### src/rtl/lcr_uart_pkg.sv
// Package: line configuration type and the framing helpers that the
// serializer and the deserializer share.
package lcr_uart_pkg;

    // Frame format fields taken from the line register
    typedef struct packed {
        logic       brk;
        logic       deep;
        logic       even;
        logic       par_on;
        logic       stop2;
        logic [1:0] size;
    } line_cfg_t;

    localparam int FRAME_MAX = 12;

    // Number of data bits for a size code
    function automatic logic [3:0] data_bits(input logic [1:0] size);
        return 4'd5 + {2'b00, size};
    endfunction

    // Parity bit for the character, limited to the configured size
    function automatic logic parity_of(input logic [7:0] d, input logic [1:0] size,
                                       input logic even);
        logic [7:0] m;
        m = d & (8'hFF >> (2'd3 - size));
        return even ? ^m : ~^m;
    endfunction

    // Serial frame, LSB is sent first, unused tail positions are high
    function automatic logic [FRAME_MAX-1:0] build_frame(input logic [7:0] d,
                                                         input line_cfg_t c);
        logic [FRAME_MAX-1:0] f;
        logic [3:0] n;
        f = '1;
        f[0] = 1'b0;
        n = data_bits(c.size);
        for (int i = 0; i < 8; i++) begin
            if (4'(i) < n) f[i+1] = d[i];
        end
        if (c.par_on) f[n+4'd1] = parity_of(d, c.size, c.even);
        return f;
    endfunction

    // Total bits in a frame
    function automatic logic [3:0] frame_bits(input line_cfg_t c);
        return 4'd2 + data_bits(c.size) + {3'b000, c.par_on} + {3'b000, c.stop2};
    endfunction

endpackage

### src/rtl/lcr_uart_baud.sv
// Module: bit-rate tick generator.
// Emits one tick every (div + 1) clocks while run is high; restart clears
// the phase so a new frame starts on a full tick period.
// Assumes div is stable while a frame is in progress.
module lcr_uart_baud #(
    parameter int DIV_W = 12
) (
    input  logic             clk,
    input  logic             rst_n,
    input  logic             run,
    input  logic             restart,
    input  logic [DIV_W-1:0] div,
    output logic             tick
);
    logic [DIV_W-1:0] cnt;

    assign tick = run && (cnt == div);

    // Count clock cycles between ticks
    always_ff @(posedge clk) begin
        if (!rst_n || restart || !run) cnt <= '0;
        else if (cnt == div)           cnt <= '0;
        else                           cnt <= cnt + 1'b1;
    end
endmodule

### src/rtl/lcr_uart_fifo.sv
// Module: character queue with selectable capacity.
// Holds DEPTH entries, or one when shallow is set. mark sets the top bit
// of the newest stored entry (used for overrun tagging).
// Assumes DEPTH is a power of two and mark is not raised with push.
module lcr_uart_fifo #(
    parameter int W     = 11,
    parameter int DEPTH = 16,
    localparam int AW   = $clog2(DEPTH),
    localparam int CW   = $clog2(DEPTH + 1)
) (
    input  logic          clk,
    input  logic          rst_n,
    input  logic          shallow,
    input  logic          push,
    input  logic          pop,
    input  logic          mark,
    input  logic [W-1:0]  din,
    output logic [W-1:0]  dout,
    output logic          empty,
    output logic          full,
    output logic [CW-1:0] count
);
    logic [W-1:0]  mem [DEPTH];
    logic [AW-1:0] wr_ptr, rd_ptr;
    logic [CW-1:0] cap;
    logic          do_push, do_pop;

    assign cap     = shallow ? CW'(1) : CW'(DEPTH);
    assign full    = count >= cap;
    assign empty   = count == '0;
    assign do_push = push && !full;
    assign do_pop  = pop && !empty;
    assign dout    = mem[rd_ptr];

    // Pointer and occupancy tracking
    always_ff @(posedge clk) begin
        if (!rst_n) begin
            wr_ptr <= '0;
            rd_ptr <= '0;
            count  <= '0;
        end else begin
            if (do_push) wr_ptr <= wr_ptr + 1'b1;
            if (do_pop)  rd_ptr <= rd_ptr + 1'b1;
            count <= count + CW'(do_push) - CW'(do_pop);
        end
    end

    // Storage writes and newest-entry tagging
    always_ff @(posedge clk) begin
        if (do_push) mem[wr_ptr] <= din;
        else if (mark && !empty) mem[wr_ptr - 1'b1][W-1] <= 1'b1;
    end

    p_no_overflow_r7: assert property (@(posedge clk) disable iff (!rst_n)
        count <= CW'(DEPTH));

    p_push_full_dropped_r7: assert property (@(posedge clk) disable iff (!rst_n)
        (push && full && !pop) |=> count == $past(count));
endmodule

### src/rtl/lcr_uart_tx.sv
// Module: serializer.
// Takes one character from the transmit queue when idle and enabled,
// builds the whole frame and shifts it out at 16 ticks per bit.
// Assumes the line configuration is stable during a frame.
module lcr_uart_tx
    import lcr_uart_pkg::*;
#(
    parameter int DIV_W = 12
) (
    input  logic             clk,
    input  logic             rst_n,
    input  logic             en,
    input  logic [DIV_W-1:0] div,
    input  line_cfg_t        cfg,
    input  logic             q_empty,
    input  logic [7:0]       q_data,
    output logic             pop,
    output logic             line,
    output logic             active
);
    logic [FRAME_MAX-1:0] shift;
    logic [3:0]           left;
    logic [3:0]           sub;
    logic                 tick;

    assign pop  = en && !active && !q_empty;
    assign line = active ? shift[0] : 1'b1;

    lcr_uart_baud #(.DIV_W(DIV_W)) u_baud (
        .clk(clk), .rst_n(rst_n), .run(active), .restart(pop),
        .div(div), .tick(tick)
    );

    // Frame load and bit shifting
    always_ff @(posedge clk) begin
        if (!rst_n) begin
            active <= 1'b0;
            shift  <= '1;
            left   <= '0;
            sub    <= '0;
        end else if (!en) begin
            active <= 1'b0;
        end else if (pop) begin
            active <= 1'b1;
            shift  <= build_frame(q_data, cfg);
            left   <= frame_bits(cfg);
            sub    <= '0;
        end else if (active && tick) begin
            sub <= sub + 1'b1;
            if (sub == 4'd15) begin
                shift <= {1'b1, shift[FRAME_MAX-1:1]};
                left  <= left - 1'b1;
                if (left == 4'd1) active <= 1'b0;
            end
        end
    end

    p_stop_when_disabled_r11: assert property (@(posedge clk) disable iff (!rst_n)
        !en |=> !active);

    p_frame_length_r2: assert property (@(posedge clk) disable iff (!rst_n)
        pop |=> (left >= 4'd7 && left <= 4'd12));

    p_hold_between_ticks_r2: assert property (@(posedge clk) disable iff (!rst_n)
        (active && !tick) |=> $stable(shift));
endmodule

### src/rtl/lcr_uart_rx.sv
// Module: deserializer.
// Synchronizes rxd, starts on a falling edge, confirms the start bit at
// mid-bit and samples every later bit at its midpoint. Emits one word
// {overrun=0, frame error, parity error, data} at the first stop bit.
module lcr_uart_rx
    import lcr_uart_pkg::*;
#(
    parameter int DIV_W = 12
) (
    input  logic             clk,
    input  logic             rst_n,
    input  logic             en,
    input  logic [DIV_W-1:0] div,
    input  line_cfg_t        cfg,
    input  logic             rxd,
    output logic             push,
    output logic [10:0]      word
);
    logic       s1, s2, s3;
    logic       active, start, tick, perr;
    logic [3:0] idx, sub, nbits, par_idx, stop_idx;
    logic [7:0] data;

    assign start    = en && !active && s3 && !s2;
    assign nbits    = data_bits(cfg.size);
    assign par_idx  = nbits + 4'd1;
    assign stop_idx = nbits + 4'd1 + {3'b000, cfg.par_on};

    lcr_uart_baud #(.DIV_W(DIV_W)) u_baud (
        .clk(clk), .rst_n(rst_n), .run(active), .restart(start),
        .div(div), .tick(tick)
    );

    // Two-stage synchronizer plus edge history
    always_ff @(posedge clk) begin
        if (!rst_n) {s1, s2, s3} <= 3'b111;
        else        {s1, s2, s3} <= {rxd, s1, s2};
    end

    // Bit sampling and character assembly
    always_ff @(posedge clk) begin
        if (!rst_n) begin
            active <= 1'b0;
            idx    <= '0;
            sub    <= '0;
            data   <= '0;
            perr   <= 1'b0;
            push   <= 1'b0;
            word   <= '0;
        end else begin
            push <= 1'b0;
            if (!en) begin
                active <= 1'b0;
            end else if (start) begin
                active <= 1'b1;
                idx    <= '0;
                sub    <= '0;
                data   <= '0;
                perr   <= 1'b0;
            end else if (active && tick) begin
                sub <= sub + 1'b1;
                if (sub == 4'd15) idx <= idx + 1'b1;
                if (sub == 4'd7) begin
                    if (idx == 4'd0) begin
                        if (s2) active <= 1'b0;
                    end else if (idx <= nbits) begin
                        data[3'(idx - 4'd1)] <= s2;
                    end else if (cfg.par_on && idx == par_idx) begin
                        perr <= s2 != parity_of(data, cfg.size, cfg.even);
                    end else if (idx == stop_idx) begin
                        push   <= 1'b1;
                        word   <= {1'b0, !s2, perr, data};
                        active <= 1'b0;
                    end
                end
            end
        end
    end

    p_push_single_cycle_r5: assert property (@(posedge clk) disable iff (!rst_n)
        push |=> !push);
endmodule

### src/rtl/lcr_uart.sv
// Module: register-mapped serial port top.
// Decodes the four bus registers, holds control and line configuration,
// joins the queues to the serializer and deserializer, and forms the
// interrupt and status outputs. Assumes one bus access per cycle.
module lcr_uart
    import lcr_uart_pkg::*;
#(
    parameter int DIV_W  = 12,
    parameter int DEPTH  = 16,
    parameter int BUS_W  = 32,
    localparam int CW    = $clog2(DEPTH + 1),
    localparam int P_SZ  = DIV_W,
    localparam int P_CFG = DIV_W + 7
) (
    input  logic             clk,
    input  logic             rst_n,
    input  logic [1:0]       bus_addr,
    input  logic             bus_wr,
    input  logic             bus_rd,
    input  logic [BUS_W-1:0] bus_wdata,
    output logic [BUS_W-1:0] bus_rdata,
    input  logic             rxd,
    output logic             txd,
    input  logic             dcd_in,
    input  logic             dsr_in,
    input  logic             cts_in,
    output logic             tx_irq,
    output logic             rx_irq
);
    localparam logic [1:0] A_CTRL = 2'd0, A_LINE = 2'd1, A_DATA = 2'd2, A_STAT = 2'd3;

    logic             en, tx_ie, rx_ie;
    logic [DIV_W-1:0] div;
    line_cfg_t        cfg;
    logic [2:0]       mdm_a, mdm_b;

    logic             tx_pop, tx_line, tx_active, tx_empty, tx_full;
    logic [7:0]       tx_head;
    logic [CW-1:0]    tx_count, rx_count, tx_half;
    logic             rx_push, rx_empty, rx_full;
    logic [10:0]      rx_word, rx_head;

    // Control and line register writes
    always_ff @(posedge clk) begin
        if (!rst_n) begin
            {rx_ie, tx_ie, en} <= 3'b000;
            div                <= '0;
            cfg                <= '{size: 2'b11, default: 1'b0};
        end else if (bus_wr && bus_addr == A_CTRL) begin
            {rx_ie, tx_ie, en} <= bus_wdata[2:0];
        end else if (bus_wr && bus_addr == A_LINE) begin
            div <= bus_wdata[DIV_W-1:0];
            cfg <= bus_wdata[P_CFG-1:P_SZ];
        end
    end

    // Modem input synchronizer
    always_ff @(posedge clk) begin
        if (!rst_n) {mdm_b, mdm_a} <= '0;
        else        {mdm_b, mdm_a} <= {mdm_a, cts_in, dsr_in, dcd_in};
    end

    lcr_uart_fifo #(.W(8), .DEPTH(DEPTH)) u_txq (
        .clk(clk), .rst_n(rst_n), .shallow(!cfg.deep),
        .push(bus_wr && bus_addr == A_DATA), .pop(tx_pop), .mark(1'b0),
        .din(bus_wdata[7:0]), .dout(tx_head), .empty(tx_empty),
        .full(tx_full), .count(tx_count)
    );

    lcr_uart_tx #(.DIV_W(DIV_W)) u_tx (
        .clk(clk), .rst_n(rst_n), .en(en), .div(div), .cfg(cfg),
        .q_empty(tx_empty), .q_data(tx_head), .pop(tx_pop),
        .line(tx_line), .active(tx_active)
    );

    lcr_uart_rx #(.DIV_W(DIV_W)) u_rx (
        .clk(clk), .rst_n(rst_n), .en(en), .div(div), .cfg(cfg),
        .rxd(rxd), .push(rx_push), .word(rx_word)
    );

    lcr_uart_fifo #(.W(11), .DEPTH(DEPTH)) u_rxq (
        .clk(clk), .rst_n(rst_n), .shallow(!cfg.deep),
        .push(rx_push), .pop(bus_rd && bus_addr == A_DATA),
        .mark(rx_push && rx_full), .din(rx_word), .dout(rx_head),
        .empty(rx_empty), .full(rx_full), .count(rx_count)
    );

    // Serial output with break override
    assign txd     = (en && cfg.brk) ? 1'b0 : tx_line;

    // Service requests
    assign tx_half = cfg.deep ? CW'(DEPTH / 2) : CW'(0);
    assign tx_irq  = en && tx_ie && (tx_count <= tx_half);
    assign rx_irq  = en && rx_ie && !rx_empty;

    // Register read mux
    always_comb begin
        bus_rdata = '0;
        case (bus_addr)
            A_CTRL: bus_rdata[2:0] = {rx_ie, tx_ie, en};
            A_LINE: bus_rdata[P_CFG-1:0] = {cfg, div};
            A_DATA: bus_rdata[10:0] = rx_empty ? 11'd0 : rx_head;
            default: bus_rdata[5:0] = {mdm_b, tx_active || !tx_empty, tx_full, rx_empty};
        endcase
    end

    p_tx_irq_quiet_when_full_r12: assert property (@(posedge clk) disable iff (!rst_n)
        (tx_full && cfg.deep) |-> !tx_irq);

    p_rx_count_bounded_r8: assert property (@(posedge clk) disable iff (!rst_n)
        (rx_push && rx_full && !(bus_rd && bus_addr == A_DATA)) |=> rx_count == $past(rx_count));
endmodule

### config.mk
export PLATFORM = sky130hd
export DESIGN_NAME = lcr_uart
export DESIGN_NICKNAME = d
export VERILOG_FILES = /design/src/rtl/lcr_uart_pkg.sv /design/src/rtl/lcr_uart_baud.sv /design/src/rtl/lcr_uart_fifo.sv /design/src/rtl/lcr_uart_tx.sv /design/src/rtl/lcr_uart_rx.sv /design/src/rtl/lcr_uart.sv
export SDC_FILE = /design/constraint.sdc
export NUM_CORES = 1
export LEC_CHECK = 0
export BUFFER_PORTS_ARGS = -buffer_cell sky130_fd_sc_hd__buf_4
export CAP_MARGIN = 20
export CORE_UTILIZATION = 50
export CTS_CLUSTER_DIAMETER = 80
export CTS_CLUSTER_SIZE = 30
export DETAILED_ROUTE_END_ITERATION = 10
export GPL_TIMING_DRIVEN = 0
export PLACE_DENSITY_LB_ADDON = 0.12
export SETUP_SLACK_MARGIN = 0.02
export SYNTH_ARGS = -nofsm -noshare
export SYNTH_HDL_FRONTEND = slang
export SYNTH_SLANG_ARGS = --single-unit
### constraint.sdc
create_clock -name clk -period 8.9 [get_ports clk]
set_clock_uncertainty 0.05 [all_clocks]
set_input_delay 0.89 -clock clk [delete_from_list [all_inputs] [get_ports clk]]
set_output_delay 0.89 -clock clk [all_outputs]
set_load 0.005 [all_outputs]
; After elaboration in Yosys (flattened, before gate mapping)
; Memory sizes are Yosys's and may differ from the RTL's. A register that Yosys moved wholly into a read port is not among the register bits.
; Cells that the tools add are included.
[word_totals]
romBits = 0
latchBits = 0
elab_cells = 276
ramBits = 304
out_inout_bits = 35
regBits = 131
n_memories = 2
[op_classes]
muxes = 101
n_reduce_logical = 72
shifts = 1
add_sub_neg = 23
n_eq_ne = 16
magnitude_cmp = 16
div = 0
multipliers = 0
bitwise = 11
[mem_list]
columns = name, words, width, read_ports, rd_ports_with_merged_regs, write_ports, line
row1 = u_rxq.mem, 16, 11, 1, 1, 1, lcr_uart_fifo.sv:23  ; logic [W-1:0] mem [DEPTH];
row2 = u_txq.mem, 16, 8, 1, 1, 1, lcr_uart_fifo.sv:23
[ops]
columns = operator, n
row1 = $mux 1, 64
row2 = $mux 4, 16
row3 = $mux 12, 4
row4 = $mux 8, 6
row5 = $add 4x1->4 const B, 8
row6 = $logic_and 1x1->1, 27
row7 = $add 12x1->12 const B, 2
row8 = $eq 12x12->1, 2
row9 = $mux 11, 2
row10 = $pmux 3 s3, 2
row11 = $and 8x8->8, 2
row12 = $lt 3x4->1 const A, 4
row13 = $reduce_bool 2->1, 8
row14 = $reduce_xnor 8->1, 2
row15 = $reduce_xor 8->1, 2
row16 = $add 4x1->4, 3
row17 = $bwmux 12, 1
row18 = $reduce_and 6->1, 2
row19 = $reduce_or 11->1, 1
row20 = $add 5x1->5, 2
row21 = $ge 5x5->1, 2
row22 = $logic_not 5->1, 2
row23 = $pmux 5 s2, 1
row24 = $sub 5x1->5, 2
row25 = 40 further kinds, 73

; Depth between registers and ports, before layout
; Gate-level depths: netlist (run 1).
[depth]
depth_word = 12
mapped_depth = 14
mapped_depth_nobuf = 13

; Cells and area by module
; A second synthesis (run 1) with hierarchy kept.
[unflattened]
hier_cells = 1510
hier_area_um2 = 20718.6
[by_module_without_submodules]
columns = module, area_each_um2, n_inst, cells_each
row1 = lcr_uart_fifo (u_rxq), 8112.8, 1, 424
row2 = lcr_uart_fifo (u_txq), 6138.4, 1, 354
row3 = lcr_uart_rx, 2024.4, 1, 225
row4 = lcr_uart, 1537.7, 1, 185
row5 = lcr_uart_tx, 1493.9, 1, 174
row6 = lcr_uart_baud, 705.7, 2, 74

; Worst setup path before layout (run 1)
; OpenSTA, ideal clock, no wires.
[synth_timing]
kind = register to register
startpoint = register cfg[5] (netlist name)
endpoint = memory u_rxq.mem[4][0] (enable)
slack_ns = 5.314
stages_incl_launch_ff = 12
t_arrival_ns = 3.133
required_ns = 8.446
setup_time_ns = 0.404
n_path_buf = 0
cell_sequence = dfxtp_1 > inv_1 > ha_1 > nand3b_1 > a41oi_1 > o211ai_1 > inv_1 > nand2_1 > mux2i_1 > nor2_1 > a31oi_1 > nor4_1
[synth_between]
elab_chain_cells = 9
[synth_rtl]
columns = item, line
row1 = $mux 5 *, lcr_uart_fifo.sv:28  ; assign cap = shallow ? CW'(1) : CW'(DEPTH);
row2 = $ge 5x5->1 *, lcr_uart_fifo.sv:29  ; assign full = count >= cap;
row3 = $logic_and 1x1->1, lcr_uart.sv:84  ; .mark(rx_push && rx_full), .din(rx_word), .dout(rx_head),
row4 = $logic_and 1x1->1, lcr_uart_fifo.sv:51  ; else if (mark && !empty) mem[wr_ptr - 1'b1][W-1] <= 1'b1;
row5 = $mux 1, lcr_uart_fifo.sv:51
row6 = $mux 1, lcr_uart_fifo.sv:50  ; if (do_push) mem[wr_ptr] <= din;
row7 = $mux 1 (implied by the code), lcr_uart_fifo.sv:51
row8 = $reduce_or 11->1 (no source line), -
row9 = $mux 4 (no source line) or $mux 2 (tied branches), -
row10 = to (decl), lcr_uart_fifo.sv:23
; Mark *: on every way between the ends. The rest lies on a longest branch, timed or not.

==> out/qor.txt, run 1 <==
Final routed DRC violation total: 0
Area contributors post-synth: sky130_fd_sc_hd__edfxtp_1, sky130_fd_sc_hd__dfxtp_1, sky130_fd_sc_hd__mux4_2, sky130_fd_sc_hd__ha_1, sky130_fd_sc_hd__nor2_1
Net switching power: 1.00 mW
DR iter-0 viols: 859
Total of warnings raised by yosys: 0
Internal power contribution: 2.98 mW
Cell with the most instances on the worst path: sky130_fd_sc_hd__mux4_2
Maximum number of pins on one net before global-route repair: 32
Share of async-settable or async-resettable flops after synthesis: 0%
Max Clk Rate: 200 MHz
Element type at the critical path end: output pin
Share of Yosys cell area claimed by the top area cell type: 47.3%
Final critical-path share of the clock period: 56.1%
Wirelength, routed: 44400 µm
Count of buffering cells on the critical path with inverters included: 3
Hold worst-path end: mdm_b[0]$_SDFF_PN0_
Clock tree from TritonCTS: done
Sum Neg Setup Slack: 0 ps
Worst-case headroom to the max-slew limit: 34.3%
Layout cells sized above 1: 15.5%
Die Y-Extent: 198 µm
Number of instances in the synthesized netlist: 1407
Status: finished, final reports clean
Antenna violations before repair: 0
Kind of cell adding the most delay to the critical path: buffers and inverters
Most instantiated library cell after synthesis: sky130_fd_sc_hd__edfxtp_1
Row Count: 71
Switching share of total power: 25.2%
Half-perimeter wire length after placement: 31800 µm
Fillers: 3138
Maximum single-stage delay on the critical path: 770 ps
First-pass GRT wire length: 67900 µm
Total Power Consumption: 3.99 mW
VDD IR max: 197 µV
Unrepaired setup endpoints after global routing: false
Combinational share of power: 10.3%
Register-to-Register Path Depth: 12
End-of-flow core utilization: 56.8%
Sequential fraction of design power: 55.9%
Max-Cap Viols: 0
Ratio of routed vias to standard cells: 5.61
Clk Latency, worst-skew pair: 590 ps
Via total after detailed routing: 11500
First-pass detailed-route iteration total: 5
Worst min-delay path category: reg2reg
Number of hold violations in the final report: 0
Final GP Congestion: 0.855
Critical path launch point type: flop
Synth-to-layout area growth: 11.4%
Count of state elements after synthesis: 443
Vias in the first global route: 11100
Mean instance size in the synthesized netlist: 13.7 µm²
Number of enable flip-flop cells after synthesis: 304
Clock network fraction of design power: 33.8%
Max Transition Viols Final: 0
Clock transition at path regs: 120 ps
Transition at the pin with the smallest max-transition slack: 978 ps
Clock root buffer master: sky130_fd_sc_hd__clkbuf_16
Worst R2R End: u_rxq.mem[4][3]$_DFFE_PP_
Die outline area: 39400 µm²
Global-route usage over all layers: 23.2%
Antenna fix cells: 0
Residual overflow from global routing: 0
Setup fix buffers added after clock tree synthesis: 0
Port Buffers: 50
Static power due to leakage: 7.29 nW
Die X-Extent: 198 µm
CP max-delay cell: sky130_fd_sc_hd__buf_1
Longest Clk Path Bufs: 3
Area leader, netlist: sky130_fd_sc_hd__edfxtp_1
Total I/O pin count: 77
Critical Path RT: 7960 ps
Layout Nets: 1618
Cell count of the worst hold path: 1
Final Critical Period: 4990 ps
Number of H-tree levels: 1
Reg-to-reg setup timing slack: 4700 ps
Category of the critical setup timing path: reg2out
Synth Flop Type: sky130_fd_sc_hd__edfxtp_1
Routed wire per std cell: 21.7 µm
Core footprint: 37800 µm²
Leading cell types by count after synthesis: sky130_fd_sc_hd__edfxtp_1, sky130_fd_sc_hd__nor2_1, sky130_fd_sc_hd__dfxtp_1
Arr. time, crit path: 4050 ps
Clock net sink count: 443
Remaining number of nets flagged by the antenna check after routing: 0
CP cell instances: clkbuf_1, buf_1, mux4_2, mux4_2, a222oi_1, mux2i_1, buf_4
Post-synthesis cell type count: 61
Post-synthesis instance area: 19300 µm²
Final count of negative-setup-slack endpoints: 0
CTS Hold Buffers Added: 0
Effective utilization at floorplan: 51.0%
Critical path fanouts, max: 10
Startpoint of the most critical hold path: mdm_a[0]$_SDFF_PN0_
Post-cts resize count: 0
Worst R2R Start: cfg[5]$_SDFFE_PN0P_
Share of synthesized area occupied by flip-flops and latches: 61.7%
Cts bufs inserted: 24
Power per unit of standard cell area: 186 nW/µm²
==> state kept, by name, indices dropped and copies added (netlist names), 5 cells and up, named ones only <==
signal,cells
u_tx.shift,12
u_rx.u_baud.cnt,12
u_txq.mem,128
u_tx.u_baud.cnt,12
u_rxq.mem,176
u_rx.data,8
u_txq.count,5
cfg,7
div,12
u_rx.word,10
u_rxq.count,5
==> worst max-delay path by stage <==
stage / start / to / slack, ps / cells after the start
2_1_floorplan: cfg[5]$_SDFFE_PN0P_ / u_rxq.mem[4][0]$_DFFE_PP_ / 5310 / 11
4_1_cts: flop / bus_rdata[1] / 3730 / 7
3_3_place_gp: cfg[5]$_SDFFE_PN0P_ / u_rxq.mem[12][3]$_DFFE_PP_ / 3340 / 10
5_1_grt: flop / bus_rdata[1] / 3660 / 7
6_report: flop / bus_rdata[0] / 3910 / 7
3_5_place_dp: flop / bus_rdata[1] / 4390 / 7
==> power by group through the flow <==
stage	clock [mW]	sequential (mW)	combinational [mW]
final	1.35	2.23	0.410
after global routing	1.45	2.23	0.456
after CTS	1.37	2.23	0.411
after detailed placement	0	2.28	0.410
after global placement	0	2.28	0.403
after floorplan	0	2.27	0.291
==> cell families after synthesis <==
kind of cell,synth area share (%)
buffers and inverters,2.79
multiplexers,12.2
AO/OA/AOI/OAI,4.25
AND/OR/NAND/NOR,10.4
other,0.0194
adder cells (fa/ha/maj),3.94
flip-flops,61.7
XOR/XNOR,4.61
==> metrics by stage <==
stage | setup WS [ps] | instances | cell area [µm²] | hold WS (ps)
2_1_floorplan | 5310 | 1419 | 19300 | 336
3_3_place_gp | 3340 | 1980 | 20400 | 370
3_5_place_dp | 4390 | 2000 | 20600 | 363
4_1_cts | 3730 | 2044 | 21500 | 401
5_1_grt | 3660 | 2046 | 21500 | 418
6_report | 3910 | 2046 | 21500 | 397
==> per-layer routing <==
| metal | routed length (µm) | share of wire [%] | global-route usage, % |
|---|---|---|---|
| met1 | 20700 | 47 | 34.2 |
| met2 | 20400 | 46 | 37.4 |
| met3 | 2520 | 5.7 | 2.75 |
| met4 | 740 | 1.7 | 4.42 |
| met5 | 0 | 0 | 0 |
==> final cells by class <==
class	count	area, µm²	area share [%]
plain buffers	82	373	1.73
clock buffers	32	683	3.18
clock inverters	12	216	1.01
inverters	44	165	0.768
multi-input cells	850	6930	32.2
flip-flops and latches	443	11900	55.4
well taps	511	639	2.97
repair buffers	72	584	2.72
==> placed cells by master (no fill, tap or decap), types with 26 or more instances in the layout <==
cell                          n
sky130_fd_sc_hd__a21oi_1     52
sky130_fd_sc_hd__and2_1      32
sky130_fd_sc_hd__buf_4       71
sky130_fd_sc_hd__clkbuf_1    55
sky130_fd_sc_hd__clkbuf_16   26
sky130_fd_sc_hd__dfxtp_1    139
sky130_fd_sc_hd__edfxtp_1   304
sky130_fd_sc_hd__ha_1        56
sky130_fd_sc_hd__inv_1       43
sky130_fd_sc_hd__mux2i_1     28
sky130_fd_sc_hd__mux4_2      92
sky130_fd_sc_hd__nand2_1    101
sky130_fd_sc_hd__nand3_1     30
sky130_fd_sc_hd__nor2_1     144
sky130_fd_sc_hd__nor3_1      28
sky130_fd_sc_hd__xnor2_1     45
sky130_fd_sc_hd__xor2_1      49
Note: power is estimated with default switching activity, not from simulation.
==> inputs of run 2 (changes only) <==
--- a/config.mk
+++ b/config.mk
@@ -5,6 +5,7 @@
 export SDC_FILE = /design/constraint.sdc
 export NUM_CORES = 1
 export LEC_CHECK = 0
+export ABC_AREA = 1
 export BUFFER_PORTS_ARGS = -buffer_cell sky130_fd_sc_hd__buf_4
 export CAP_MARGIN = 20
 export CORE_UTILIZATION = 50
==> constraint.sdc (replaced) <==
create_clock -name clk -period 4.6 [get_ports clk]
set_clock_uncertainty 0.05 [all_clocks]
set_input_delay 0.46 -clock clk [delete_from_list [all_inputs] [get_ports clk]]
set_output_delay 0.46 -clock clk [all_outputs]
set_load 0.005 [all_outputs]
==> run 2 against run 1 <==
  * Clock power increased by 99%
  * Largest power group unchanged
  * Register-to-register slack got worse by 3600 ps
  * Sequential power rose by 95%
  * Die area grew 4.3%
  * Largest cell class unchanged
  * Critical endpoint is now bus_rdata[6]
  * Wire length grew 19%
  * First-iteration DRC count rose by 57%
  * Global-route usage is 2.7 points higher
==> out/qor.txt, run 2 <==
Status: finished, final reports clean (unchanged)
Area leader, netlist: sky130_fd_sc_hd__edfxtp_1 (unchanged)
Most instantiated library cell after synthesis: sky130_fd_sc_hd__nand2_1 (was sky130_fd_sc_hd__edfxtp_1)
DR iter-0 viols: 1345 (was 859)
Arr. time, crit path: 3500 ps (was 4050 ps)
Placed instance area: 21300 µm² (was 20600 µm²)
Clock net sink count: 443 (unchanged)
Maximum number of pins on one net before global-route repair: 31 (was 32)
Register with the most flip-flops: u_rxq.mem (unchanged)
Hold worst-path end: mdm_a[2]$_SDFF_PN0_ (was mdm_b[0]$_SDFF_PN0_)
Final critical-path share of the clock period: 87.2%
Maximum single-stage delay on the critical path: 690 ps (was 770 ps)
Complex-gate fraction of the synthesized area: 10.3% (was 4.25%)
Kind of cell adding the most delay to the critical path: buffers and inverters (unchanged)
Vias in the first global route: 14400 (was 11100)
Max Transition Viols Final: 0 (unchanged)
Post-synthesis mux area share: 0% (was 12.2%)
Startpoint of the most critical hold path: cts_in (was mdm_a[0]$_SDFF_PN0_)
Cts bufs inserted: 23 (was 24)
Transition at the pin with the smallest max-transition slack: 1150 ps (was 978 ps)
Die outline area: 41100 µm² (was 39400 µm²)
Critical path launch point type: flop (unchanged)
Most frequent cells in the layout: sky130_fd_sc_hd__nand2_1, sky130_fd_sc_hd__edfxtp_1, sky130_fd_sc_hd__nor2_1 (was sky130_fd_sc_hd__edfxtp_1, sky130_fd_sc_hd__nor2_1, sky130_fd_sc_hd__dfxtp_1)
Share of synthesized area occupied by flip-flops and latches: 59.1% (was 61.7%)
Die X-Extent: 203 µm (was 198 µm)
Final routed DRC violation total: 0 (unchanged)
Synth-to-layout area growth: 10.7% (was 11.4%)
Half-perimeter wire length after placement: 37000 µm (was 31800 µm)
Antenna fix cells: 0 (unchanged)
Total I/O pin count: 77 (unchanged)
Worst hold slack: 13.3 ps (was 397 ps)
First-pass GRT wire length: 82100 µm (was 67900 µm)
Number of enable flip-flop cells after synthesis: 304 (unchanged)
Static power due to leakage: 8.33 nW (was 7.29 nW)
Share of the synthesized netlist area taken by xor and xnor gates: 2.56% (was 4.61%)
Leading cell types by count after synthesis: sky130_fd_sc_hd__nand2_1, sky130_fd_sc_hd__edfxtp_1, sky130_fd_sc_hd__nor2_1 (was sky130_fd_sc_hd__edfxtp_1, sky130_fd_sc_hd__nor2_1, sky130_fd_sc_hd__dfxtp_1)
Synth Flop Type: sky130_fd_sc_hd__edfxtp_1 (unchanged)
Biggest regs: u_rxq.mem (176), u_txq.mem (128) (unchanged)
Max-Cap Viols: 0 (unchanged)
Clock root buffer master: sky130_fd_sc_hd__clkbuf_16 (unchanged)
Number of H-tree levels: 1 (unchanged)
Post-route cell area: 22300 µm² (was 21500 µm²)
CP max-delay cell: sky130_fd_sc_hd__clkbuf_1 (was sky130_fd_sc_hd__buf_1)
Category of the critical setup timing path: reg2out (unchanged)
Mean instance size in the synthesized netlist: 9.56 µm² (was 13.7 µm²)
Share of Yosys cell area claimed by the top area cell type: 45.3% (was 47.3%)
Cell count of the worst hold path: 3 (was 1)
Total of warnings raised by yosys: 0 (unchanged)
Area contributors post-synth: sky130_fd_sc_hd__edfxtp_1, sky130_fd_sc_hd__dfxtp_1, sky130_fd_sc_hd__nand2_1, sky130_fd_sc_hd__nor2_1, sky130_fd_sc_hd__o21ai_0 (was sky130_fd_sc_hd__edfxtp_1, sky130_fd_sc_hd__dfxtp_1, sky130_fd_sc_hd__mux4_2, sky130_fd_sc_hd__ha_1, sky130_fd_sc_hd__nor2_1)
Antenna violations before repair: 0 (unchanged)
Post-synthesis cell type count: 50 (was 61)
Clock transition at path regs: 100 ps (was 120 ps)
Final GP Congestion: 0.900 (was 0.855)
Wirelength, routed: 53000 µm (was 44400 µm)
Register-to-Register Path Depth: 13 (was 12)
Critical Path RT: 4090 ps (was 7960 ps)
Dominant combinational cell family by area after synthesis: simple AND/OR/NAND/NOR gates (was multiplexers)
Residual overflow from global routing: 0 (unchanged)
Global-route usage over all layers: 25.9% (was 23.2%)
Reg-to-reg setup timing slack: 1090 ps (was 4700 ps)
Post-synthesis instance area: 20100 µm² (was 19300 µm²)
Adder-cell area share of the yosys netlist: 3.78% (was 3.94%)
Count of state elements after synthesis: 443 (unchanged)
Fillers: 3510 (was 3138)
Final count of negative-setup-slack endpoints: 0 (unchanged)
Die Y-Extent: 203 µm (was 198 µm)
Port Buffers: 50 (unchanged)
Longest Clk Path Bufs: 3 (unchanged)
Final Critical Period: 4010 ps
Max Clk Rate: 249 MHz
Worst min-delay path category: in2reg (was reg2reg)
Via total after detailed routing: 15100 (was 11500)
First-pass detailed-route iteration total: 6 (was 5)
Effective utilization at floorplan: 50.7% (was 51.0%)
Critical path fanouts, max: 10 (unchanged)
Sum Neg Setup Slack: 0 ps (unchanged)
Core footprint: 39700 µm² (was 37800 µm²)
Remaining number of nets flagged by the antenna check after routing: 0 (unchanged)
Count of buffering cells on the critical path with inverters included: 4 (was 3)
Share of synthesized cell area in and, or, nand and nor gates: 17.6% (was 10.4%)
Ratio of routed vias to standard cells: 5.50 (was 5.61)
Share of async-settable or async-resettable flops after synthesis: 0% (unchanged)
Most frequent standard cell in the layout excluding fill and tap cells: sky130_fd_sc_hd__nand2_1 (was sky130_fd_sc_hd__edfxtp_1)
Power per unit of standard cell area: 368 nW/µm² (was 186 nW/µm²)
Number of instances in the synthesized netlist: 2107 (was 1407)
Routed wire per std cell: 19.2 µm (was 21.7 µm)
Clock tree from TritonCTS: done (unchanged)
Element type at the critical path end: output pin (unchanged)
Worst R2R Start: cfg[5]$_SDFFE_PN0P_ (unchanged)
VDD IR max: 325 µV (was 197 µV)
Number of hold violations in the final report: 0 (unchanged)
Worst R2R End: u_rxq.mem[9][0]$_DFFE_PP_ (was u_rxq.mem[4][3]$_DFFE_PP_)
Largest register FFs: 176 (unchanged)
Post-cts resize count: 0 (unchanged)
Worst-case headroom to the max-slew limit: 23.3% (was 34.3%)
CP cell instances: clkbuf_1, clkbuf_1, clkbuf_1, nor2_1, o22ai_1, o211ai_1, nand2_1, nand2_1, a21oi_1, buf_4 (was clkbuf_1, buf_1, mux4_2, mux4_2, a222oi_1, mux2i_1, buf_4)
Cell with the most instances on the worst path: sky130_fd_sc_hd__clkbuf_1 (was sky130_fd_sc_hd__mux4_2)
Unrepaired setup endpoints after global routing: false (unchanged)
Clk Latency, worst-skew pair: 580 ps (was 590 ps)
Row Count: 73 (was 71)
Layout cells sized above 1: 7.40% (was 15.5%)
Layout Nets: 2316 (was 1618)
[run 2: changes by cell type after synthesis, moves of 19 or more]
cell	delta
sky130_fd_sc_hd__xnor2_1	-27
sky130_fd_sc_hd__mux2i_1	-28
sky130_fd_sc_hd__o21ai_0	+148
sky130_fd_sc_hd__nand2_1	+301
sky130_fd_sc_hd__o221ai_1	+22
sky130_fd_sc_hd__o22ai_1	+19
sky130_fd_sc_hd__inv_1	+175
sky130_fd_sc_hd__a21oi_1	+29
sky130_fd_sc_hd__and2_1	-32
sky130_fd_sc_hd__nor2_1	+129
sky130_fd_sc_hd__o211ai_1	+29
sky130_fd_sc_hd__nand3_1	+86
sky130_fd_sc_hd__nor2b_1	-21
sky130_fd_sc_hd__mux4_2	-92
[run 2: cell families (layout without fill, tap and decap cells)]
| family | count (synthesis) | in the layout |
|---|---|---|
| fa+ha+maj | 59 | 59 |
| other cells | 1 | 13 |
| flops | 443 | 443 |
| buf+inv | 327 | 438 |
| xor+xnor | 58 | 58 |
| compound gates | 360 | 360 |
| simple gates | 859 | 859 |
[run 2: area by class of cell]
type / count / area [µm²] / share of cell area [%]
Buffer: 103 / 502 / 2.25
Clock buffer: 24 / 601 / 2.69
Clock inverter: 16 / 280 / 1.26
Inverter: 224 / 841 / 3.77
Multi-Input combinational cell: 1349 / 6950 / 31.1
Sequential cell: 443 / 11900 / 53.4
Tap cell: 525 / 657 / 2.94
Timing Repair Buffer: 71 / 569 / 2.55
[run 2: report_power, final]
| part | internal, mW | switching (mW) | leakage (nW) |
|---|---|---|---|
| sequential | 4.28 | 0.0555 | 3.56 |
| combinational | 0.381 | 0.805 | 4.34 |
| clock | 1.25 | 1.43 | 0.426 |
| total | 5.91 | 2.29 | 8.33 |
[run 2: timing repair]
action	CTS	global route
hold endpoints to repair	2	0
buffers inserted	0	0
hold buffers	2	0
[run 2: worst reg2reg max path, cell delays in order (launching register included)]
cell and delay [ps]:
sky130_fd_sc_hd__dfxtp_1 370, sky130_fd_sc_hd__inv_1 150, sky130_fd_sc_hd__ha_1 320, sky130_fd_sc_hd__nand2_1 50
sky130_fd_sc_hd__nor2_1 80, sky130_fd_sc_hd__o21ai_0 80, sky130_fd_sc_hd__nand2_1 90, sky130_fd_sc_hd__nand3_2 140
sky130_fd_sc_hd__nor2_1 150, sky130_fd_sc_hd__xor2_1 370, sky130_fd_sc_hd__inv_1 100, sky130_fd_sc_hd__nor2_1 210
sky130_fd_sc_hd__nand2_1 110, sky130_fd_sc_hd__nor2_1 870
[run 2: worst max-delay path by stage]
| stage | startpoint | to | slack [ps] | cells after the start |
|---|---|---|---|---|
| 2_1_floorplan | cfg[5]$_SDFFE_PN0P_ | u_rxq.mem[15][0]$_DFFE_PP_ | 1470 | 10 |
| 3_3_place_gp | cfg[5]$_SDFFE_PN0P_ | u_rxq.mem[15][3]$_DFFE_PP_ | 370 | 10 |
| 3_5_place_dp | cfg[5]$_SDFFE_PN0P_ | u_rxq.mem[1][4]$_DFFE_PP_ | 1000 | 14 |
| 4_1_cts | flop | bus_rdata[2] | 590 | 11 |
| 5_1_grt | flop | bus_rdata[5] | 160 | 9 |
| 6_report | flop | bus_rdata[6] | 590 | 10 |
[run 2: layer usage]
| metal | global-route usage (%) | share of wire, % | vias up | wire (µm) |
|---|---|---|---|---|
| met5 | 0 | 0 | - | 0 |
| met4 | 7.12 | 2.2 | 0 | 1150 |
| met3 | 2.71 | 6.6 | 66 | 3520 |
| met2 | 43.2 | 47 | 501 | 25000 |
| met1 | 36.0 | 44 | 7281 | 23300 |
| li1 | - | - | 7294 | - |
[run 2: metrics by stage]
| step | total power [mW] | setup WS, ps | instances | util (%) |
|---|---|---|---|---|
| floorplan | 5.19 | 1470 | 2119 | - |
| global placement | 5.57 | 368 | 2694 | 53.4 |
| detailed placement | 5.59 | 1000 | 2703 | 53.6 |
| CTS | 8.22 | 587 | 2745 | 55.9 |
| global route | 8.50 | 159 | 2755 | 56.1 |
| finish | 8.20 | 590 | 2755 | 56.1 |
